File: src/rtl/mon_alarm_pkg.sv
package mon_alarm_pkg;
   localparam int TEMP_IDX   = 0;
   localparam int SUPPLY_IDX = 1;
   localparam int MASK_W     = 8;

   localparam logic [4:0] ADR_UPD   = 5'h18;
   localparam logic [4:0] ADR_ALARM = 5'h19;
   localparam logic [4:0] ADR_MASK  = 5'h1A;
   localparam logic [4:0] ADR_CFG   = 5'h1B;
   localparam logic [4:0] ADR_IRQ   = 5'h1C;

   localparam logic [MASK_W-1:0] MASK_RST = 8'hF8;

   typedef enum logic [1:0] {
      RGN_RESULT = 2'b00,
      RGN_HI     = 2'b01,
      RGN_LO     = 2'b10,
      RGN_CTRL   = 2'b11
   } reg_region_e;
endpackage

File: src/rtl/mon_chan_slot.sv
module mon_chan_slot #(
   parameter int DATA_W     = 16,
   parameter int SIG_W      = 12,
   parameter bit SIGNED_CMP = 1'b0,
   parameter bit LO_RST     = 1'b0
) (
   input  logic              clk,
   input  logic              rst_n,
   input  logic              store,
   input  logic [DATA_W-1:0] sample,
   input  logic              hi_wr,
   input  logic              lo_wr,
   input  logic [DATA_W-1:0] wdata,
   input  logic              upd_clr,
   output logic [DATA_W-1:0] result_q,
   output logic [DATA_W-1:0] hi_lim_q,
   output logic [DATA_W-1:0] lo_lim_q,
   output logic              hi_flag_q,
   output logic              lo_flag_q,
   output logic              upd_q
);
   localparam int MSB = DATA_W - 1;

   logic [SIG_W-1:0] s_sig, h_sig, l_sig;
   logic             above, below;

   assign s_sig = sample[MSB -: SIG_W];
   assign h_sig = hi_lim_q[MSB -: SIG_W];
   assign l_sig = lo_lim_q[MSB -: SIG_W];

   generate
      if (SIGNED_CMP) begin : g_signed
         assign above = $signed(s_sig) > $signed(h_sig);
         assign below = $signed(s_sig) < $signed(l_sig);
      end else begin : g_unsigned
         assign above = s_sig > h_sig;
         assign below = s_sig < l_sig;
      end
   endgenerate

   always_ff @(posedge clk) begin
      if (!rst_n) begin
         result_q  <= '0;
         hi_lim_q  <= '0;
         lo_lim_q  <= '0;
         hi_flag_q <= 1'b0;
         lo_flag_q <= LO_RST;
         upd_q     <= 1'b0;
      end else begin
         if (store) begin
            result_q  <= sample;
            hi_flag_q <= above;
            lo_flag_q <= below;
         end
         if (hi_wr) hi_lim_q <= wdata;
         if (lo_wr) lo_lim_q <= wdata;
         if (store)        upd_q <= 1'b1;
         else if (upd_clr) upd_q <= 1'b0;
      end
   end

   // a stored value appears on the result register one edge later
   assert_store_R1: assert property (@(posedge clk) disable iff (!rst_n)
      store |=> result_q == $past(sample));
   // a store always leaves the update bit set
   assert_upd_set_R5: assert property (@(posedge clk) disable iff (!rst_n)
      store |=> upd_q);
   // flags only move when a result is stored
   assert_flag_hold_R4: assert property (@(posedge clk) disable iff (!rst_n)
      !store |=> ($stable(hi_flag_q) && $stable(lo_flag_q)));
endmodule

File: src/rtl/mon_irq_merge.sv
module mon_irq_merge #(
   parameter int CHAN_N = 5
) (
   input  logic              clk,
   input  logic              rst_n,
   input  logic [CHAN_N-1:0] hi_flags,
   input  logic [CHAN_N-1:0] lo_flags,
   input  logic [CHAN_N-1:0] en_raw,
   output logic              irq
);
   logic [CHAN_N-1:0] en;

   generate
      for (genvar i = 0; i < CHAN_N; i++) begin : g_en
         assign en[i] = en_raw[CHAN_N-1-i];
      end
   endgenerate

   assign irq = |((hi_flags | lo_flags) & en);

   // an all-zero mask silences the interrupt
   assert_mask_zero_R7: assert property (@(posedge clk) disable iff (!rst_n)
      (en_raw == '0) |-> !irq);
   // no flag set means no interrupt
   assert_no_flag_R7: assert property (@(posedge clk) disable iff (!rst_n)
      ((hi_flags | lo_flags) == '0) |-> !irq);
endmodule

File: src/rtl/mon_buf_drive.sv
module mon_buf_drive (
   input  logic clk,
   input  logic rst_n,
   input  logic irq,
   input  logic in1,
   input  logic in2,
   input  logic inv1,
   input  logic inv2,
   output logic pull1_en,
   output logic pull2_en
);
   logic lvl1, lvl2;

   assign lvl1     = irq | (inv1 ^ in1);
   assign lvl2     = inv2 ^ in2;
   assign pull1_en = ~lvl1;
   assign pull2_en = ~lvl2;

   // a pending interrupt always releases buffer 1
   assert_irq_release_R8: assert property (@(posedge clk) disable iff (!rst_n)
      irq |-> !pull1_en);
   // buffer 2 is independent of the interrupt
   assert_buf2_indep_R8: assert property (@(posedge clk) disable iff (!rst_n)
      ($stable(in2) && $stable(inv2)) |-> $stable(pull2_en));
endmodule

File: src/rtl/mon_alarm_unit.sv
module mon_alarm_unit
   import mon_alarm_pkg::*;
#(
   parameter int CHAN_N = 5,
   parameter int DATA_W = 16,
   parameter int SIG_W  = 12
) (
   input  logic                      clk,
   input  logic                      rst_n,
   input  logic                      res_valid,
   input  logic [$clog2(CHAN_N)-1:0] res_ch,
   input  logic [DATA_W-1:0]         res_data,
   input  logic [4:0]                reg_addr,
   input  logic                      reg_wr,
   input  logic [DATA_W-1:0]         reg_wdata,
   output logic [DATA_W-1:0]         reg_rdata,
   input  logic                      buf1_in,
   input  logic                      buf2_in,
   output logic                      buf1_pull_en,
   output logic                      buf2_pull_en
);
   localparam int CH_W = $clog2(CHAN_N);

   generate
      if (CHAN_N < 2 || CHAN_N > MASK_W) begin : g_bad_chan
         $error("mon_alarm_unit: CHAN_N must be 2..8");
      end
      if (DATA_W < 16) begin : g_bad_data
         $error("mon_alarm_unit: DATA_W must be at least 16");
      end
      if (SIG_W < 1 || SIG_W > DATA_W) begin : g_bad_sig
         $error("mon_alarm_unit: SIG_W must be 1..DATA_W");
      end
   endgenerate

   logic [DATA_W-1:0] result_q [CHAN_N];
   logic [DATA_W-1:0] hi_lim_q [CHAN_N];
   logic [DATA_W-1:0] lo_lim_q [CHAN_N];
   logic [CHAN_N-1:0] hi_flag, lo_flag, upd, store, hi_wr, lo_wr, upd_clr;
   logic [MASK_W-1:0] mask_q;
   logic              inv1_q, inv2_q, irq;
   logic [DATA_W-1:0] alarm_vec, upd_vec;
   reg_region_e       rgn;

   assign rgn = reg_region_e'(reg_addr[4:3]);

   generate
      for (genvar i = 0; i < CHAN_N; i++) begin : g_slot
         assign store[i]   = res_valid && (res_ch == CH_W'(i));
         assign hi_wr[i]   = reg_wr && (rgn == RGN_HI) && (reg_addr[2:0] == 3'(i));
         assign lo_wr[i]   = reg_wr && (rgn == RGN_LO) && (reg_addr[2:0] == 3'(i));
         assign upd_clr[i] = reg_wr && (reg_addr == ADR_UPD) && !reg_wdata[MASK_W-1-i];

         mon_chan_slot #(
            .DATA_W     (DATA_W),
            .SIG_W      (SIG_W),
            .SIGNED_CMP (i == TEMP_IDX),
            .LO_RST     (i == SUPPLY_IDX)
         ) i_slot (
            .clk       (clk),
            .rst_n     (rst_n),
            .store     (store[i]),
            .sample    (res_data),
            .hi_wr     (hi_wr[i]),
            .lo_wr     (lo_wr[i]),
            .wdata     (reg_wdata),
            .upd_clr   (upd_clr[i]),
            .result_q  (result_q[i]),
            .hi_lim_q  (hi_lim_q[i]),
            .lo_lim_q  (lo_lim_q[i]),
            .hi_flag_q (hi_flag[i]),
            .lo_flag_q (lo_flag[i]),
            .upd_q     (upd[i])
         );
      end
   endgenerate

   always_ff @(posedge clk) begin
      if (!rst_n) begin
         mask_q <= MASK_RST;
         inv1_q <= 1'b0;
         inv2_q <= 1'b0;
      end else if (reg_wr) begin
         if (reg_addr == ADR_MASK) mask_q <= reg_wdata[MASK_W-1:0];
         if (reg_addr == ADR_CFG) begin
            inv1_q <= reg_wdata[0];
            inv2_q <= reg_wdata[1];
         end
      end
   end

   always_comb begin
      alarm_vec = '0;
      upd_vec   = '0;
      for (int i = 0; i < CHAN_N; i++) begin
         alarm_vec[15-2*i]     = hi_flag[i];
         alarm_vec[14-2*i]     = lo_flag[i];
         upd_vec[MASK_W-1-i]   = upd[i];
      end
   end

   always_comb begin
      reg_rdata = '0;
      case (rgn)
         RGN_RESULT, RGN_HI, RGN_LO: begin
            for (int i = 0; i < CHAN_N; i++) begin
               if (reg_addr[2:0] == 3'(i)) begin
                  if (rgn == RGN_RESULT)  reg_rdata = result_q[i];
                  else if (rgn == RGN_HI) reg_rdata = hi_lim_q[i];
                  else                    reg_rdata = lo_lim_q[i];
               end
            end
         end
         default: begin
            if (reg_addr == ADR_UPD)        reg_rdata = upd_vec;
            else if (reg_addr == ADR_ALARM) reg_rdata = alarm_vec;
            else if (reg_addr == ADR_MASK)  reg_rdata[MASK_W-1:0] = mask_q;
            else if (reg_addr == ADR_CFG)   reg_rdata[1:0] = {inv2_q, inv1_q};
            else if (reg_addr == ADR_IRQ)   reg_rdata[0] = irq;
         end
      endcase
   end

   mon_irq_merge #(.CHAN_N(CHAN_N)) i_irq (
      .clk      (clk),
      .rst_n    (rst_n),
      .hi_flags (hi_flag),
      .lo_flags (lo_flag),
      .en_raw   (mask_q[MASK_W-1 -: CHAN_N]),
      .irq      (irq)
   );

   mon_buf_drive i_buf (
      .clk      (clk),
      .rst_n    (rst_n),
      .irq      (irq),
      .in1      (buf1_in),
      .in2      (buf2_in),
      .inv1     (inv1_q),
      .inv2     (inv2_q),
      .pull1_en (buf1_pull_en),
      .pull2_en (buf2_pull_en)
   );

   // writes to the alarm register leave the flags as they were
   assert_alarm_ro_R6: assert property (@(posedge clk) disable iff (!rst_n)
      (reg_wr && reg_addr == ADR_ALARM && !res_valid) |=> $stable(alarm_vec));
   // out-of-range channel strobes touch nothing
   assert_bad_ch_R10: assert property (@(posedge clk) disable iff (!rst_n)
      (res_valid && int'(res_ch) >= CHAN_N && !reg_wr) |=>
         ($stable(upd_vec) && $stable(alarm_vec)));
endmodule

File: config.mk
export PLATFORM = sky130hd
export DESIGN_NAME = mon_alarm_unit
export DESIGN_NICKNAME = d
export VERILOG_FILES = /design/src/rtl/mon_alarm_pkg.sv /design/src/rtl/mon_chan_slot.sv /design/src/rtl/mon_irq_merge.sv /design/src/rtl/mon_buf_drive.sv /design/src/rtl/mon_alarm_unit.sv
export SDC_FILE = /design/constraint.sdc
export NUM_CORES = 1
export LEC_CHECK = 0
export ABC_CLOCK_PERIOD_IN_PS = 2000
export BUFFER_PORTS_ARGS = -buffer_cell sky130_fd_sc_hd__buf_2
export CORE_MARGIN = 2
export CORE_UTILIZATION = 57
export DETAILED_ROUTE_END_ITERATION = 8
export HOLD_SLACK_MARGIN = 0.03
export PLACE_DENSITY = 0.77
export SLEW_MARGIN = 20
export SYNTH_ARGS = -nofsm -noshare
export SYNTH_HDL_FRONTEND = slang
export SYNTH_SLANG_ARGS = --single-unit
File: constraint.sdc
create_clock -name clk -period 2 [get_ports clk]
set_clock_uncertainty 0.15 [all_clocks]
set_input_delay 0.3 -clock clk [delete_from_list [all_inputs] [get_ports clk]]
set_output_delay 0.3 -clock clk [all_outputs]
set_load 0.01 [all_outputs]
# Yosys cells after proc, flatten, opt, wreduce, memory -nomap -nowiden
# Cells that the tools add are included.
# totals
regBits	265
in_bits	46
output_inout_bits	18
word_cells	139
# classes
order_cmp	10
n_eq_ne	15
muxes	34
bitwise_logic	7
n_reduce_logical	40
# ops
op	n
$mux W16	17
$gt A12 B12 Y1	5
$lt A12 B12 Y1	5
$eq A5 B5 Y1 const B	5
$logic_and A1 B1 Y1	23
$mux W8	2
$mux W1	13
$eq A3 B2 Y1 const B	4
$reduce_bool A2 Y1	5
$eq A3 B1 Y1 const B	2
$eq A3 B3 Y1 const B	2
$logic_not A3 Y1	2
$mux W6	1
$and A5 B5 Y5	1
$logic_not A1 Y1	5
$or A5 B5 Y5	1
$reduce_or A5 Y1	1
$reduce_and A2 Y1	2
$reduce_or A3 Y1	1
$eq A2 B1 Y1 const B	1
$eq A2 B2 Y1 const B	1
$logic_not A2 Y1	1
$mux W2	1
$not A1 Y1	2
other kinds (2)	3

# Longest topological paths before layout
# Gate-level depths: netlist (run 1).
# logic_depth
depth_word	9
depth_mapped	9

# Modules after synthesis
# Synthesis (run 1) repeated with hierarchy kept, for this count alone.
# unflattened
hier_cells	1692
hier_area_um2	15682.5
# by_module_without_submodules
module	instances	cells_each	area_per_inst_um2	seq_area_each_um2
mon_chan_slot (g_slot[2].i_slot ...)	3	245	2506.2	1021.0
mon_alarm_unit	1	453	3120.5	200.2
mon_chan_slot (g_slot[0].i_slot)	1	249	2501.1	1021.0
mon_chan_slot (g_slot[1].i_slot)	1	245	2484.9	1021.0
mon_irq_merge	1	7	36.3	0.0
mon_buf_drive	1	3	21.3	0.0

# Worst setup path before layout (run 1)
# Ideal clock, no wire load.
# synth_timing
path_kind	in2out
from	in reg_addr[0]
to	out reg_rdata[5]
arrival_time_ns	1.637
required_time_ns	1.550
path_slack_ns	-0.087
cell_stages	7
path_buffers	4
cell_sequence	buf_4 -> buf_6 -> buf_2 -> buf_2 -> a211oi_1 -> o21ai_0 -> a221oi_1
# synth_between
elab_chain_cells	7
elab_cells_between_ends	17
# synth_lines
item	line	text
from (decl)	mon_alarm_unit.sv:13	input logic [4:0] reg_addr,
$logic_not A3 Y1	mon_alarm_unit.sv:107	if (reg_addr[2:0] == 3'(i)) begin
$mux W16 (5 in series)	mon_alarm_unit.sv:107	
$mux W16 *	mon_alarm_unit.sv:104	case (rgn)
to (decl)	mon_alarm_unit.sv:16	output logic [DATA_W-1:0] reg_rdata,
# Mark *: on every way between the ends. The rest lies on a longest branch, timed or not.

# Final worst setup path (run 1)
# layout_timing
from	reg g_slot[1].i_slot.hi_lim_q[0]
to	out reg_rdata[0]
# layout_between
elab_chain_cells	7
# layout_lines
item	line	text
from (decl)	mon_chan_slot.sv:16	output logic [DATA_W-1:0] hi_lim_q,
from (signal assigned)	mon_chan_slot.sv:55	if (hi_wr) hi_lim_q <= wdata;
$mux W16	mon_alarm_unit.sv:109	else if (rgn == RGN_HI) reg_rdata = hi_lim_q[i];
$mux W16	mon_alarm_unit.sv:108	if (rgn == RGN_RESULT) reg_rdata = result_q[i];
$mux W16 (4 in series)	mon_alarm_unit.sv:107	
$mux W16	mon_alarm_unit.sv:104	
# No other way between the ends.

==> run_results.csv, run 1 <==
group,metric,value,unit
critical_path,worstPathArrival,2.12,ns
job,drv_cap,0,
timing,worst_slew_pin_slew,0.521,ns
timing,whs,0.0668,ns
critical_path,crit_path_top_delay_cell,"dfxtp_2",
yosys,ys_ff_latch,265,
yosys,syn-cell-area,15600,sq um
yosys,synth_cell_types,74,
critical_path,crit_path_start_kind,"flop",
critical_path,path_max_fanout,2,
routing,drt_wl_total,59.7,mm
place,portBuffers,63,
place,dp_hpwl,43.2,mm
routing,wl_per_cell,23.6,microns
yosys,synthArstFlopShare,0,%
yosys,synth_top_area_share,34.0,%
global_route,grt_max_degree,60,
yosys,yosysWarnings,0,
cells_and_area,multi_input_area,9580,sq um
critical_path,slowest_delay,0.33,ns
clock_network,clockBufferDepth,3,
global_route,antenna_found_initial,2,
routing,num_vias,15900,
outcome,violations,"setup timing",
routing,ant_nets,0,
cells_and_area,postLayoutCellArea,19600,sq um
floorplan,core.rowCount,60,
yosys,synth_top_area_cell,"dfxtp_1",
clock_network,numCtsBuffers,30,
yosys,netlist_instances,1936,
clock_network,cts_tree,"yes",
cells_and_area,area.growth.synth_to_final,25.5,%
floorplan,io_pins,64,
place,gp_congestion,0.991,
floorplan,die_y,170,microns
timing,max_freq,0.390,GHz
timing,setup_viol,19,
yosys,syn-num-nets,2097,
routing,dr.first_iter.drc_count,1826,
place,place_area,17800,sq um
routing,first_pass_iters,5,
pwr,irDropWorstVdd,0.000709,V
cells_and_area,drive_gt1_share,23.5,%
timing,drv_slew,0,
cells_and_area,seqCellArea,5380,sq um
critical_path,criticalPathCategory,"reg2out",
timing,fin_crit,2.57,ns
yosys,syn_area_per_cell,8.06,sq um
global_route,gr-total-overflow,0,
routing,drc,0,
clock_network,ctsHtreeMaxLevel,1,
pwr,p_per_area,652,nW/um^2
routing,viasPerCell,6.28,
yosys,yosysSeqAreaShare,34.0,%
clock_network,clock-sinks,265,
floorplan,initial_core_util,57.9,%
timing,worst_slack,-0.565,ns
min_path,hp-class,"in2reg",
critical_path,end_kind,"primary output",
floorplan,coreArea,27000,sq um
pwr,p_total,0.0128,W
clock_network,clkLatencyLatePin,0.57,ns
cells_and_area,layout.nets,2324,
floorplan,fp.dieW,170,microns
cells_and_area,utilization,72.7,%
timing,slew_headroom,65.3,%
global_route,grt_pass1_vias,15600,
global_route,globalRouteTotalUtil,40.7,%
timing,grt_setup_unrepaired,"true",
timing,post-route-period-util,128,%
pwr,leakage,7.51,nW
timing,finalHoldViolCount,0,
yosys,ys.flop_type,"dfxtp_1",
clock_network,root_buffer,"clkbuf_16",
clock_network,path_clk_slew,0.06,ns
yosys,synth_edf_count,0,
critical_path,cp_cell_sequence,"mux2i_1, o311ai_1, buf_4, nand4_1, a222oi_1, a21o_1, buf_2",
cells_and_area,fillers,1987,
global_route,grt_pass1_wl,89.2,mm
yosys,synthTopCellsByArea,"dfxtp_1, nand2_1, ha_1",
outcome,outcome,"finished, violations left",
floorplan,die_area,28700,sq um
critical_path,worstPathRequired,1.55,ns
logic make-up after synthesis:
kind of cell,count (synthesis),share of synthesized area [%]
adders and majority gates,115,9.22
xor gates and xnor gates,2,0.112
and+or+nand+nor,669,19.5
muxes,104,6.83
DFF,265,34.0
AOI/OAI and AO/OA,529,23.3
buffers and inverters,252,7.08
sequential cells by signal, summed over array words and instances (netlist names):
| name | cells |
|---|---|
| g_slot.i_slot.result_q | 80 |
| g_slot.i_slot.hi_lim_q | 80 |
| g_slot.i_slot.upd_q | 5 |
| g_slot.i_slot.lo_flag_q | 5 |
| g_slot.i_slot.hi_flag_q | 5 |
| mask_q | 8 |
| g_slot.i_slot.lo_lim_q | 80 |
| inv2_q | 1 |
| inv1_q | 1 |
critical path: cells and delay by family (launching register included):
family | cells | cell delay (ns)
simple gates | 1 | 0.08
mux | 1 | 0.08
flops | 1 | 0.33
compound gates | 3 | 0.73
buf+inv | 2 | 0.33
through the flow:
stage                     cells  worst slack [ns]  setup TNS (ns)
after global routing       2527            -0.623           -8.28
after floorplan            1936           -0.0119         -0.0119
after CTS                  2525            -0.533           -7.53
after global placement     2440            -0.472          -22.05
final                      2528            -0.565           -7.72
after detailed placement   2440            -0.486          -28.40
metal layers:
layer	global-route usage [%]	share of wire, %	vias to the layer above
met2	64.5	44	967
met5	0	0	-
li1	-	-	7130
met1	49.6	38	7493
met4	26.8	7.7	0
met3	9.26	10	291
cells in the final DEF, fill, tap and decap left out, drive strengths merged, types with 23 or more instances in the layout:
master | netlist | final
nand2 | 463 | 463
buf | 67 | 305
dfxtp | 265 | 265
a21boi | 217 | 217
inv | 117 | 118
ha | 115 | 115
o21ai | 86 | 86
mux2i | 84 | 84
a21oi | 62 | 62
nor2b | 49 | 49
nor2 | 46 | 46
clkbuf | 67 | 43
a21o | 34 | 34
o22ai | 29 | 29
dlygate4sd3 | 0 | 23
Yosys cell counts (36+ instances only):
master,instances
inv_1,115
a21oi_1,62
a21boi_0,189
dfxtp_1,265
buf_2,48
ha_1,115
mux2i_1,84
nor2_1,36
o21ai_0,84
nor2b_1,49
clkbuf_1,67
nand2_1,462
cell type report:
type | count | share of cell area [%]
Clock buffer | 42 | 4.48
Inverter | 118 | 2.29
Antenna cell | 3 | 0.0383
Clock inverter | 11 | 0.575
Tap cell | 341 | 2.18
Sequential cell | 265 | 27.5
Timing Repair Buffer | 329 | 14.1
Multi-Input combinational cell | 1419 | 48.9
what timing repair did:
item / in CTS / in global routing
cloned: 0 / 0
endpoints found under the setup margin: 20 / 22
setup buffers: 14 / 5
hold endpoints to repair: 151 / 0
pin swaps: 55 / 49
gates resized for setup: 104 / 62
hold buffers: 23 / 0
path summary, 6_finish.rpt:
kind	depth (start not counted)	to	from	slack [ns]
worst min register to register	2	g_slot[0].i_slot.lo_lim_q[14]$_SDFFE_PN0P_	g_slot[0].i_slot.lo_lim_q[14]$_SDFFE_PN0P_	0.31
worst max-delay path	7	reg_rdata[0]	g_slot[1].i_slot.hi_lim_q[0]$_SDFFE_PN0P_	-0.57
worst max register to register	8	g_slot[0].i_slot.hi_flag_q$_SDFFE_PN0P_	g_slot[0].i_slot.hi_lim_q[11]$_SDFFE_PN0P_	-0.11
worst min-delay path	4	g_slot[2].i_slot.result_q[5]$_SDFFE_PN0P_	res_data[5]	0.07
power breakdown:
group	total (W)	switching (W)	internal [W]
sequential	0.00539	0.0000518	0.00534
combinational	0.00181	0.00105	0.000760
clock	0.00558	0.00229	0.00329
Note: power is estimated with default switching activity, not from simulation.
==> run 2: changes to the inputs <==
==> constraint.sdc (replaced) <==
create_clock -name clk -period 2 [get_ports clk]
set_clock_uncertainty 0.15 [all_clocks]
set_input_delay 0.1 -clock clk [delete_from_list [all_inputs] [get_ports clk]]
set_output_delay 0.1 -clock clk [all_outputs]
set_load 0.01 [all_outputs]
==> run 2 against run 1 <==
The run still ends with setup timing left; die area is the same; global-route usage shrank 0.90 points; critical endpoint unchanged; final cell count fell by 1.7%; sequential share of layout area increased by 0.36 points; register-to-register slack improved by 0.06 ns; wire length decreased by 1.7%; critical path depth fell by 1; flip-flop and latch count unchanged; hold slack got worse by 0.043 ns.
==> run_results.csv, run 2 (same netlist as run 1, synthesis figures left out) <==
group,metric,value,unit
routing,drt_wl_total,58.7,mm
cells_and_area,utilization,71.8,%
routing,first_pass_iters,7,
clock_network,numCtsBuffers,30,
floorplan,coreArea,27000,sq um
clock_network,root_buffer,"clkbuf_16",
routing,dr.first_iter.drc_count,2121,
min_path,hp-class,"in2reg",
critical_path,criticalPathCategory,"reg2out",
timing,post-route-period-util,123,%
place,gp_congestion,1.01,
cells_and_area,final_common_cell,"nand2_1",
timing,setup_viol,18,
floorplan,fp.dieW,170,microns
timing,fin_crit,2.46,ns
cells_and_area,instances_no_fill,2485,
outcome,violations,"setup timing",
timing,worst_slew_pin_slew,0.726,ns
timing,finalHoldViolCount,0,
critical_path,worstPathArrival,2.21,ns
cells_and_area,layout_common_cells,"nand2_1, dfxtp_1, a21boi_0",
cells_and_area,largestRegisters,"g_slot.i_slot.hi_lim_q (80), g_slot.i_slot.lo_lim_q (80), g_slot.i_slot.result_q (80)",
routing,wl_per_cell,23.6,microns
critical_path,crit_path_start_kind,"flop",
critical_path,worstPathRequired,1.75,ns
timing,worst_slack,-0.460,ns
timing,slew_headroom,50.3,%
clock_network,clock-sinks,265,
global_route,gr-total-overflow,0,
routing,num_vias,16000,
cells_and_area,drive_gt1_share,21.3,%
routing,wl_met3,6.60,mm
floorplan,core.rowCount,60,
clock_network,clkLatencyLatePin,0.57,ns
floorplan,initial_core_util,57.9,%
pwr,leakage,7.29,nW
cells_and_area,layout.nets,2282,
clock_network,path_clk_slew,0.07,ns
cells_and_area,num_antenna_cells,0,
global_route,grt_max_degree,53,
global_route,globalRouteTotalUtil,39.8,%
global_route,grt_pass1_wl,87.6,mm
floorplan,die_y,170,microns
clock_network,cts_tree,"yes",
job,drv_cap,0,
routing,ant_nets,0,
place,dp_hpwl,40.5,mm
routing,route.met2.wl,25.1,mm
place,post-place-ws,-0.359,ns
pwr,irDropWorstVdd,0.000626,V
floorplan,io_pins,64,
place,dp.cells,2380,
timing,drv_slew,0,
routing,wl_met1,22.7,mm
cells_and_area,area.growth.synth_to_final,23.9,%
place,portBuffers,63,
pwr,p_per_area,675,nW/um^2
floorplan,die_area,28700,sq um
clock_network,clockBufferDepth,3,
critical_path,end_kind,"primary output",
outcome,outcome,"finished, violations left",
global_route,grt_pass1_vias,15300,
clock_network,ctsHtreeMaxLevel,1,
critical_path,path_max_fanout,2,
routing,viasPerCell,6.42,
global_route,antenna_found_initial,1,
timing,max_freq,0.406,GHz
routing,top_layer_used,"met5",
routing,drc,0,
timing,grt_setup_unrepaired,"true",
[run 2: worst paths after layout]
check	from	slack [ns]	cells after the start	to
max	g_slot[1].i_slot.result_q[0]$_SDFFE_PN0P_	-0.46	6	reg_rdata[0]
min	res_valid	0.02	5	g_slot[2].i_slot.result_q[13]$_SDFFE_PN0P_
min reg2reg	g_slot[0].i_slot.lo_lim_q[14]$_SDFFE_PN0P_	0.31	2	g_slot[0].i_slot.lo_lim_q[14]$_SDFFE_PN0P_
max reg2reg	g_slot[0].i_slot.hi_lim_q[9]$_SDFFE_PN0P_	-0.05	8	g_slot[0].i_slot.hi_flag_q$_SDFFE_PN0P_
[run 2: repair_timing]
item	in CTS	in global routing
hold buffers	38	2
gates resized for setup	107	59
gates cloned	0	0
pin swaps	70	35
hold endpoints to repair	261	1
buffers inserted	14	5
setup endpoints to repair	19	23
[run 2: stage by stage]
stage                     power (W)  hold slack, ns  instance area [sq um]  setup TNS, ns
after floorplan             0.00635          0.0949                  15600              0
after global placement      0.00703           0.250                  17400          -1.29
after detailed placement    0.00707           0.266                  17400          -2.15
after CTS                    0.0130          0.0431                  19100          -4.23
after global routing         0.0134          0.0492                  19300          -4.95
final                        0.0131          0.0241                  19300          -4.45
[run 2: per-layer routing]
| metal | vias to the layer above | track usage [%] |
|---|---|---|
| met2 | 1121 | 61.4 |
| met5 | - | 0 |
| met3 | 284 | 6.86 |
| met4 | 2 | 23.9 |
| li1 | 7047 | - |
| met1 | 7506 | 52.2 |
[run 2: layout make-up]
| cell class | count | area, sq um |
|---|---|---|
| clock inverters | 11 | 130 |
| flip-flops and latches | 265 | 5380 |
| clock buffers | 44 | 925 |
| fillers | 1977 | 7600 |
| multi-input cells | 1419 | 9570 |
| repair buffers | 287 | 2470 |
| inverters | 118 | 447 |
| well taps | 341 | 427 |
[run 2: where the power goes]
part | total (W) | switching, W | internal [W]
clock | 0.00589 | 0.00233 | 0.00356
combinational | 0.00178 | 0.00105 | 0.000729
sequential | 0.00539 | 0.0000505 | 0.00534
[run 2: worst max-delay path: stages, from the launching register on]
cell      delay, ns
dfxtp_2        0.34
mux2i_2        0.09
o311ai_2       0.31
nand4_1        0.18
a222oi_1       0.39
a21o_1         0.18
buf_2          0.15
